## config.mk

```make
export PLATFORM = sky130hd
export DESIGN_NAME = nowait_pipe_sram
export DESIGN_NICKNAME = d
export VERILOG_FILES = /design/src/rtl/nwsram_pkg.sv /design/src/rtl/nwsram_burst.sv /design/src/rtl/nwsram_array.sv /design/src/rtl/nwsram_pipe.sv /design/src/rtl/nowait_pipe_sram.sv
export SDC_FILE = /design/constraint.sdc
export NUM_CORES = 2
export LEC_CHECK = 0
export BUFFER_PORTS_ARGS = -buffer_cell sky130_fd_sc_hd__buf_4
export CORE_MARGIN = 1.5
export CORE_UTILIZATION = 45
export DETAILED_ROUTE_END_ITERATION = 8
export PLACE_DENSITY = 0.57
export SLEW_MARGIN = 20
export SYNTH_ARGS = -nofsm -noshare
export SYNTH_HDL_FRONTEND = slang
export SYNTH_MEMORY_MAX_BITS = 65536
export SYNTH_SLANG_ARGS = --single-unit
```

## constraint.sdc

```tcl
create_clock -name clk -period 9.24 [get_ports clk]
set_input_delay 1.848 -clock clk [delete_from_list [all_inputs] [get_ports clk]]
set_output_delay 1.848 -clock clk [all_outputs]
set_load 0.02 [all_outputs]
```

## src/rtl/nwsram_pkg.sv

```systemverilog
package nwsram_pkg;

    typedef enum logic [1:0] {
        OP_IDLE = 2'd0,
        OP_RD   = 2'd1,
        OP_WR   = 2'd2
    } op_e;

    localparam int BURST_W = 2;

endpackage

```

## src/rtl/nwsram_burst.sv

```systemverilog
module nwsram_burst
    import nwsram_pkg::*;
#(
    parameter int ADDR_W = 8,
    parameter int LANES  = 2
)(
    input  logic              clk,
    input  logic              rst_n,
    input  logic              en,
    input  logic              adv,
    input  logic              sel,
    input  logic              wr_n,
    input  logic              ilv,
    input  logic [ADDR_W-1:0] addr,
    input  logic [LANES-1:0]  lane_wr_n,
    output op_e               cmd_op,
    output logic [ADDR_W-1:0] cmd_addr,
    output logic [LANES-1:0]  cmd_lanes
);

    localparam int OFF_W = BURST_W;
    localparam int HI_W  = ADDR_W - OFF_W;

    typedef struct packed {
        logic [ADDR_W-1:0] base;
        logic [OFF_W-1:0]  step;
        logic              ilv;
        op_e               op;
    } bst_t;

    bst_t             st_d, st_q;
    logic [OFF_W-1:0] off;
    logic [HI_W-1:0]  hi;

    always_comb begin
        st_d = st_q;
        if (adv) begin
            st_d.step = st_q.step + 2'd1;
        end else begin
            st_d.base = addr;
            st_d.step = '0;
            st_d.ilv  = ilv;
            if (!sel)
                st_d.op = OP_IDLE;
            else if (wr_n)
                st_d.op = OP_RD;
            else
                st_d.op = OP_WR;
        end
        if (st_d.ilv)
            off = st_d.base[OFF_W-1:0] ^ st_d.step;
        else
            off = st_d.base[OFF_W-1:0] + st_d.step;
        hi        = st_d.base[ADDR_W-1:OFF_W];
        cmd_addr  = {hi, off};
        cmd_op    = st_d.op;
        cmd_lanes = (st_d.op == OP_WR) ? ~lane_wr_n : '0;
    end

    always_ff @(posedge clk or negedge rst_n) begin
        if (!rst_n)
            st_q <= '{base: '0, step: '0, ilv: 1'b0, op: OP_IDLE};
        else if (en)
            st_q <= st_d;
    end

    AST_BASE_HELD: assert property (@(posedge clk) disable iff (!rst_n)
        (en && adv) |=> $stable(st_q.base));
    AST_STEP_WRAP: assert property (@(posedge clk) disable iff (!rst_n)
        (en && adv) |=> (st_q.step == $past(st_q.step) + 2'd1));
    AST_LOAD_START: assert property (@(posedge clk) disable iff (!rst_n)
        (en && !adv) |=> (st_q.step == '0));
    AST_FROZEN_BURST: assert property (@(posedge clk) disable iff (!rst_n)
        !en |=> $stable(st_q));

endmodule

```

## src/rtl/nwsram_array.sv

```systemverilog
module nwsram_array #(
    parameter int ADDR_W = 8,
    parameter int LANES  = 2,
    parameter int LANE_W = 9
)(
    input  logic                      clk,
    input  logic [LANES-1:0]          we_lanes,
    input  logic [ADDR_W-1:0]         waddr,
    input  logic [LANES*LANE_W-1:0]   wdata,
    input  logic [ADDR_W-1:0]         raddr,
    output logic [LANES*LANE_W-1:0]   rdata
);

    localparam int DEPTH = 1 << ADDR_W;

    for (genvar g = 0; g < LANES; g++) begin : g_lane
        logic [LANE_W-1:0] cells [DEPTH];

        always_ff @(posedge clk) begin
            if (we_lanes[g])
                cells[waddr] <= wdata[g*LANE_W +: LANE_W];
        end

        assign rdata[g*LANE_W +: LANE_W] = cells[raddr];
    end

endmodule

```

## src/rtl/nwsram_pipe.sv

```systemverilog
module nwsram_pipe
    import nwsram_pkg::*;
#(
    parameter int ADDR_W = 8,
    parameter int LANES  = 2,
    parameter int LANE_W = 9
)(
    input  logic                    clk,
    input  logic                    rst_n,
    input  logic                    en,
    input  op_e                     cmd_op,
    input  logic [ADDR_W-1:0]       cmd_addr,
    input  logic [LANES-1:0]        cmd_lanes,
    input  logic [LANES*LANE_W-1:0] din,
    input  logic [LANES*LANE_W-1:0] rd_data,
    output logic [ADDR_W-1:0]       rd_addr,
    output logic [LANES-1:0]        wr_lanes,
    output logic [ADDR_W-1:0]       wr_addr,
    output logic [LANES*LANE_W-1:0] wr_data,
    output logic [LANES*LANE_W-1:0] dout,
    output logic                    dout_oe
);

    localparam int DATA_W = LANES * LANE_W;

    typedef struct packed {
        op_e               op;
        logic [ADDR_W-1:0] addr;
        logic [LANES-1:0]  lanes;
    } slot_t;

    typedef struct packed {
        slot_t             s1;
        slot_t             s2;
        logic              pw_v;
        logic [ADDR_W-1:0] pw_addr;
        logic [LANES-1:0]  pw_lanes;
        logic [DATA_W-1:0] pw_data;
        logic [DATA_W-1:0] dout;
        logic              oe;
    } pst_t;

    pst_t              st_d, st_q;
    logic              hit;
    logic [DATA_W-1:0] merged;

    always_comb begin
        rd_addr = st_q.s2.addr;
        hit     = st_q.pw_v && (st_q.pw_addr == st_q.s2.addr);
        merged  = rd_data;
        for (int g = 0; g < LANES; g++) begin
            if (hit && st_q.pw_lanes[g])
                merged[g*LANE_W +: LANE_W] = st_q.pw_data[g*LANE_W +: LANE_W];
        end

        st_d    = st_q;
        st_d.s1 = '{op: cmd_op, addr: cmd_addr, lanes: cmd_lanes};
        st_d.s2 = st_q.s1;
        st_d.pw_v = (st_q.s2.op == OP_WR);
        if (st_q.s2.op == OP_WR) begin
            st_d.pw_addr  = st_q.s2.addr;
            st_d.pw_lanes = st_q.s2.lanes;
            st_d.pw_data  = din;
        end
        st_d.oe = (st_q.s2.op == OP_RD);
        if (st_q.s2.op == OP_RD)
            st_d.dout = merged;

        wr_lanes = (en && st_q.pw_v) ? st_q.pw_lanes : '0;
        wr_addr  = st_q.pw_addr;
        wr_data  = st_q.pw_data;
    end

    always_ff @(posedge clk or negedge rst_n) begin
        if (!rst_n)
            st_q <= '0;
        else if (en)
            st_q <= st_d;
    end

    assign dout    = st_q.dout;
    assign dout_oe = st_q.oe;

    AST_READ_PRESENTS: assert property (@(posedge clk) disable iff (!rst_n)
        (en && st_q.s2.op == OP_RD) |=> dout_oe);
    AST_QUIET_SLOT: assert property (@(posedge clk) disable iff (!rst_n)
        (en && st_q.s2.op != OP_RD) |=> !dout_oe);
    AST_STALL_HOLD: assert property (@(posedge clk) disable iff (!rst_n)
        !en |=> ($stable(dout) && $stable(dout_oe) && $stable(st_q.pw_v)));
    AST_POST_WRITE: assert property (@(posedge clk) disable iff (!rst_n)
        (en && st_q.s2.op == OP_WR) |=> (st_q.pw_v && st_q.pw_addr == $past(st_q.s2.addr)));

endmodule

```

## src/rtl/nowait_pipe_sram.sv

```systemverilog
module nowait_pipe_sram
    import nwsram_pkg::*;
#(
    parameter int ADDR_W = 8,
    parameter int LANES  = 2,
    parameter int LANE_W = 9
)(
    input  logic                    clk,
    input  logic                    rst_n,
    input  logic                    stall,
    input  logic                    adv,
    input  logic                    wr_n,
    input  logic                    ilv_mode,
    input  logic                    en_a_n,
    input  logic                    en_b,
    input  logic                    en_c_n,
    input  logic [ADDR_W-1:0]       addr,
    input  logic [LANES-1:0]        lane_wr_n,
    input  logic [LANES*LANE_W-1:0] din,
    output logic [LANES*LANE_W-1:0] dout,
    output logic                    dout_oe
);

    localparam int DATA_W = LANES * LANE_W;

    logic              en;
    logic              sel;
    op_e               cmd_op;
    logic [ADDR_W-1:0] cmd_addr;
    logic [LANES-1:0]  cmd_lanes;
    logic [ADDR_W-1:0] rd_addr;
    logic [DATA_W-1:0] rd_data;
    logic [LANES-1:0]  wr_lanes;
    logic [ADDR_W-1:0] wr_addr;
    logic [DATA_W-1:0] wr_data;

    assign en  = !stall;
    assign sel = !en_a_n && en_b && !en_c_n;

    nwsram_burst #(.ADDR_W(ADDR_W), .LANES(LANES)) u_burst (
        .clk       (clk),
        .rst_n     (rst_n),
        .en        (en),
        .adv       (adv),
        .sel       (sel),
        .wr_n      (wr_n),
        .ilv       (ilv_mode),
        .addr      (addr),
        .lane_wr_n (lane_wr_n),
        .cmd_op    (cmd_op),
        .cmd_addr  (cmd_addr),
        .cmd_lanes (cmd_lanes)
    );

    nwsram_pipe #(.ADDR_W(ADDR_W), .LANES(LANES), .LANE_W(LANE_W)) u_pipe (
        .clk       (clk),
        .rst_n     (rst_n),
        .en        (en),
        .cmd_op    (cmd_op),
        .cmd_addr  (cmd_addr),
        .cmd_lanes (cmd_lanes),
        .din       (din),
        .rd_data   (rd_data),
        .rd_addr   (rd_addr),
        .wr_lanes  (wr_lanes),
        .wr_addr   (wr_addr),
        .wr_data   (wr_data),
        .dout      (dout),
        .dout_oe   (dout_oe)
    );

    nwsram_array #(.ADDR_W(ADDR_W), .LANES(LANES), .LANE_W(LANE_W)) u_array (
        .clk      (clk),
        .we_lanes (wr_lanes),
        .waddr    (wr_addr),
        .wdata    (wr_data),
        .raddr    (rd_addr),
        .rdata    (rd_data)
    );

    AST_DESEL_NO_WRITE: assert property (@(posedge clk) disable iff (!rst_n)
        (en && !adv && !sel) |=> (cmd_lanes == '0 || !adv || stall));

endmodule

```

==> results.py <==
metrics = {
    "synthesis": {
        "synth_ff_type": "edfxtp_1",
        "synthArstFlopShare": 0.01644,
        "synth.top_cell.area_share": 0.7606,
        "synth.distinct_cells": 77,
        "syn_nets": 9412,
        "netlist_top_cells_area": "edfxtp_1 76%, mux4_2 6.9%, mux2i_1 6.3%, a22oi_1 2.0%, nor2_1 1.3%",
        "ys_seq_area_frac": 0.7712,
        "syn_area_um2": 181900,
        "yosys_warnings": 0,
        "synth_edf_count": 4608,
        "yosys.area.top_type": "edfxtp_1",
        "syn_area_per_cell_um2": 19.41,
        "syn-instance-count": 9374,
        "yosys_register_bits": 4685,
    },
    "power": {
        "p_seq_frac": 0.469,
        "clkPwrFrac": 0.325,
        "power_switching_mw": 17.45,
        "comb_power_share": 0.205,
        "internal-power_mw": 40.15,
        "p_per_area_nw_per_um2": 283.0,
        "ir_drop_uv": 239.9,
        "power.leakage_nw": 64.25,
        "switching_share": 0.3029,
    },
    "finish": {
        "seqCellArea_um2": 140400,
        "area.growth.synth_to_final_pct": 11.86,
        "n_fill_cell": 31928,
        "instances_no_fill": 15342,
        "multi_input_area_um2": 38790,
        "nets": 9551,
        "final_area_um2": 203500,
        "utilization": 0.5055,
        "drive_gt1_frac": 0.1709,
    },
    "placement": {
        "io_buffers": 55,
        "hpwl_um": 312400,
        "place_area_um2": 188300,
        "finalWeightedCongestion": 0.8845,
        "dp.cells": 14447,
    },
    "setup_path": {
        "path_buf_inv": 3,
        "cp-startpoint": "u_pipe.rd_addr[1]",
        "crit_path_frequent_cell": "buf_12",
        "crit_family": "buffers and inverters",
        "reg2reg_to": "u_pipe.dout[0]",
        "crit_arrival_ns": 6.27,
        "ff2ff_path_depth": 9,
        "critPathMaxFanout": 121,
        "cpPeakStageDelay_ns": 1.06,
        "rrSetupSlack_ns": 3.82,
        "r2r_start": "u_pipe.rd_addr[1]",
        "setup.worst_path.end_class": "flip-flop",
        "worstPathRequired_ns": 10.09,
        "crit_chain": "buf_12 > buf_12 > buf_4 > mux4_2 > a22oi_1 > nand4_1 > nor3_2 > or3_1 > o21ai_1",
        "cpMaxStageDelayCell": "dfrtp_4",
        "crit_type": "reg2reg",
        "critPathLaunchType": "flip-flop",
        "cp_num_cells": 9,
    },
    "timing": {
        "fin_crit_ns": 5.418,
        "finClkSkew_ns": 0.08751,
        "relSlewSlack": 0.05261,
        "worst_pin_slew_ns": 1.421,
        "final.period_utilization": 0.5864,
        "hold_viol_final": 0,
        "rsz0062_at_grt": "no",
        "tns_ns": 0,
        "fmax_mhz": 184.6,
        "final_max_slew_viol_count": 0,
        "setup_violations": 0,
    },
    "global_route": {
        "grt_use_total": 0.2469,
        "globalRoute.totalOverflow": 0,
        "grt_pass1_wl_um": 712900,
        "antenna_found_initial": 37,
        "grt_max_degree": 162,
        "grt_pass1_vias": 91930,
    },
    "clocking": {
        "htreeDepth": 5,
        "cts_root_buf": "clkbuf_16",
        "clk_latency_ns": 1.03,
        "cts_buffer_depth": 4,
        "numCtsBuffers": 469,
        "cts_setup_buffers": 0,
        "cts_resized": 0,
        "clk_transition_reported_paths_ns": 0.06,
        "clkSinkCount": 4685,
        "cts_tree": "yes",
        "ctsHoldBuffers": 0,
    },
    "min_path": {
        "whs_path_depth": 1,
        "hp-class": "reg2reg",
        "min_from": "u_pipe.st_q[47]",
        "min_to": "u_pipe.st_q[47]",
    },
    "outcome": {
        "status": "completed",
    },
    "floorplanning": {
        "fp.dieW_um": 638.8,
        "die_h_um": 638.8,
        "core_area_um2": 402600,
        "start_util": 0.4519,
        "io_pins": 56,
        "dieArea_um2": 408100,
        "row_count": 233,
    },
    "route": {
        "post-route-drc-count": 0,
        "dr.pass1.iters": 6,
        "ant_nets": 0,
        "drtIter0Drc": 11218,
        "drt_wl_total_um": 512200,
        "via_per_inst": 6.069,
        "vias": 93116,
        "wl_per_cell_um": 33.39,
    },
    "flow_run": {
        "maxCapViolations": 0,
    },
}
[Yosys cell counts, types with 27 or more instances]
| master | n |
|---|---|
| o22ai_1 | 148 |
| o21ai_0 | 83 |
| nor2b_1 | 27 |
| buf_1 | 37 |
| a31oi_1 | 29 |
| a21oi_1 | 92 |
| buf_4 | 141 |
| nor3_1 | 46 |
| nor2_1 | 612 |
| clkbuf_1 | 232 |
| dfrtp_1 | 77 |
| buf_6 | 36 |
| a22o_1 | 27 |
| nand2_1 | 196 |
| a22oi_1 | 479 |
| a221oi_1 | 66 |
| mux4_2 | 560 |
| nand4_1 | 116 |
| edfxtp_1 | 4608 |
| buf_2 | 154 |
| mux2i_1 | 1151 |
| nand3_1 | 104 |
| mux2_2 | 88 |
[state kept, by name, indices dropped and copies added, names as in the netlist]
name,count
u_array.g_lane.cells,4608
u_pipe.dout,18
u_pipe.wr_data,18
u_burst.st_q,11
u_pipe.rd_addr,8
u_pipe.wr_addr,8
u_pipe.st_q,7
u_pipe.st_d,6
u_pipe.dout_oe,1
[layout by cell type (no fill, tap or decap), types with 12 or more instances in the layout]
master,n
mux2i_1,1151
mux4_2,560
nor2_1,608
dfrtp_4,24
nand2_1,187
a31oi_1,29
a221oi_1,66
o21ai_1,12
clkbuf_16,473
diode_2,12
dfrtp_1,52
a21oi_1,92
nand4_1,116
a22o_1,27
mux2_2,88
clkbuf_1,101
o2111ai_1,12
nor3_1,42
nand2b_1,12
edfxtp_1,4608
a22oi_1,479
nand3_1,97
clkinv_1,113
buf_12,25
o211ai_1,12
nor4_1,16
o22ai_1,147
buf_4,249
nor2b_1,18
bufinv_16,45
clkinvlp_4,21
o21ai_0,82
o31ai_1,16
clkinv_2,96
[per-layer routing]
layer | vias up | part of all wire | global-route usage
met5 | - | 0.00018 | 0
met4 | 14 | 0.040 | 0.09275
met3 | 798 | 0.083 | 0.04332
met2 | 4376 | 0.47 | 0.3941
met1 | 49208 | 0.40 | 0.3408
li1 | 38720 | - | -
[layout make-up]
class                      count  share of cell area
multi-input combinational   4079              0.1906
inverter                       4          0.00007378
sequential                  4685              0.6899
antenna                       12           0.0001476
clock buffer                 577             0.06023
clock inverter               306             0.01421
timing repair buffer         274             0.01164
tap                         5405             0.03323
[power by group through the flow]
| stage | Combinational (mW) | Clock (mW) | Sequential [mW] |
|---|---|---|---|
| 6_report | 11.8 | 18.7 | 27.0 |
| 5_1_grt | 12.3 | 19.8 | 27.0 |
| 4_1_cts | 11.9 | 19.0 | 27.0 |
| 3_5_place_dp | 11.9 | 0 | 27.5 |
| 3_3_place_gp | 11.7 | 0 | 27.4 |
| 2_1_floorplan | 5.73 | 0 | 28.4 |
[stage by stage]
stage | setup slack, ns | hold WS, ns | total power [mW]
floorplan | 5.239 | 0.4460 | 34.13
global placement | 3.234 | 0.4623 | 39.11
detailed placement | 3.174 | 0.4651 | 39.32
CTS | 3.943 | 0.4781 | 57.86
global route | 3.797 | 0.5025 | 59.08
finish | 3.822 | 0.4756 | 57.60
[cells by family (layout without fill, tap and decap cells)]
logic type / Yosys count / count (layout) / synth area share
AO/OA/AOI/OAI: 1049 / 1049 / 0.04076
multiplexers: 1799 / 1799 / 0.1381
adder cells (fa/ha/maj): 1 / 1 / 0.00006877
XOR/XNOR: 12 / 12 / 0.0005778
flip-flops: 4685 / 4685 / 0.7712
AND/OR/NAND/NOR: 1218 / 1218 / 0.03079
buffers and inverters: 610 / 1161 / 0.01848
other: 0 / 12 / 0
[worst max-delay path by stage]
| stage | to | slack (ns) |
|---|---|---|
| after floorplan | u_array.g_lane[0].cells[0][1] | 5.24 |
| after global routing | u_pipe.dout[14] | 3.80 |
| after detailed placement | u_array.g_lane[1].cells[203][5] | 3.17 |
| after CTS | u_pipe.dout[0] | 3.94 |
| final | u_pipe.dout[0] | 3.82 |
| after global placement | u_array.g_lane[1].cells[56][4] | 3.23 |
[worst register-to-register path, cell delays in order, from the launching register on]
cell	delay, ns
dfrtp_4	1.06
buf_12	0.57
buf_12	0.76
buf_4	0.60
mux4_2	0.38
a22oi_1	0.32
nand4_1	0.27
nor3_2	0.80
or3_1	0.45
o21ai_1	0.10
Power figures use the tool's default switching activity.
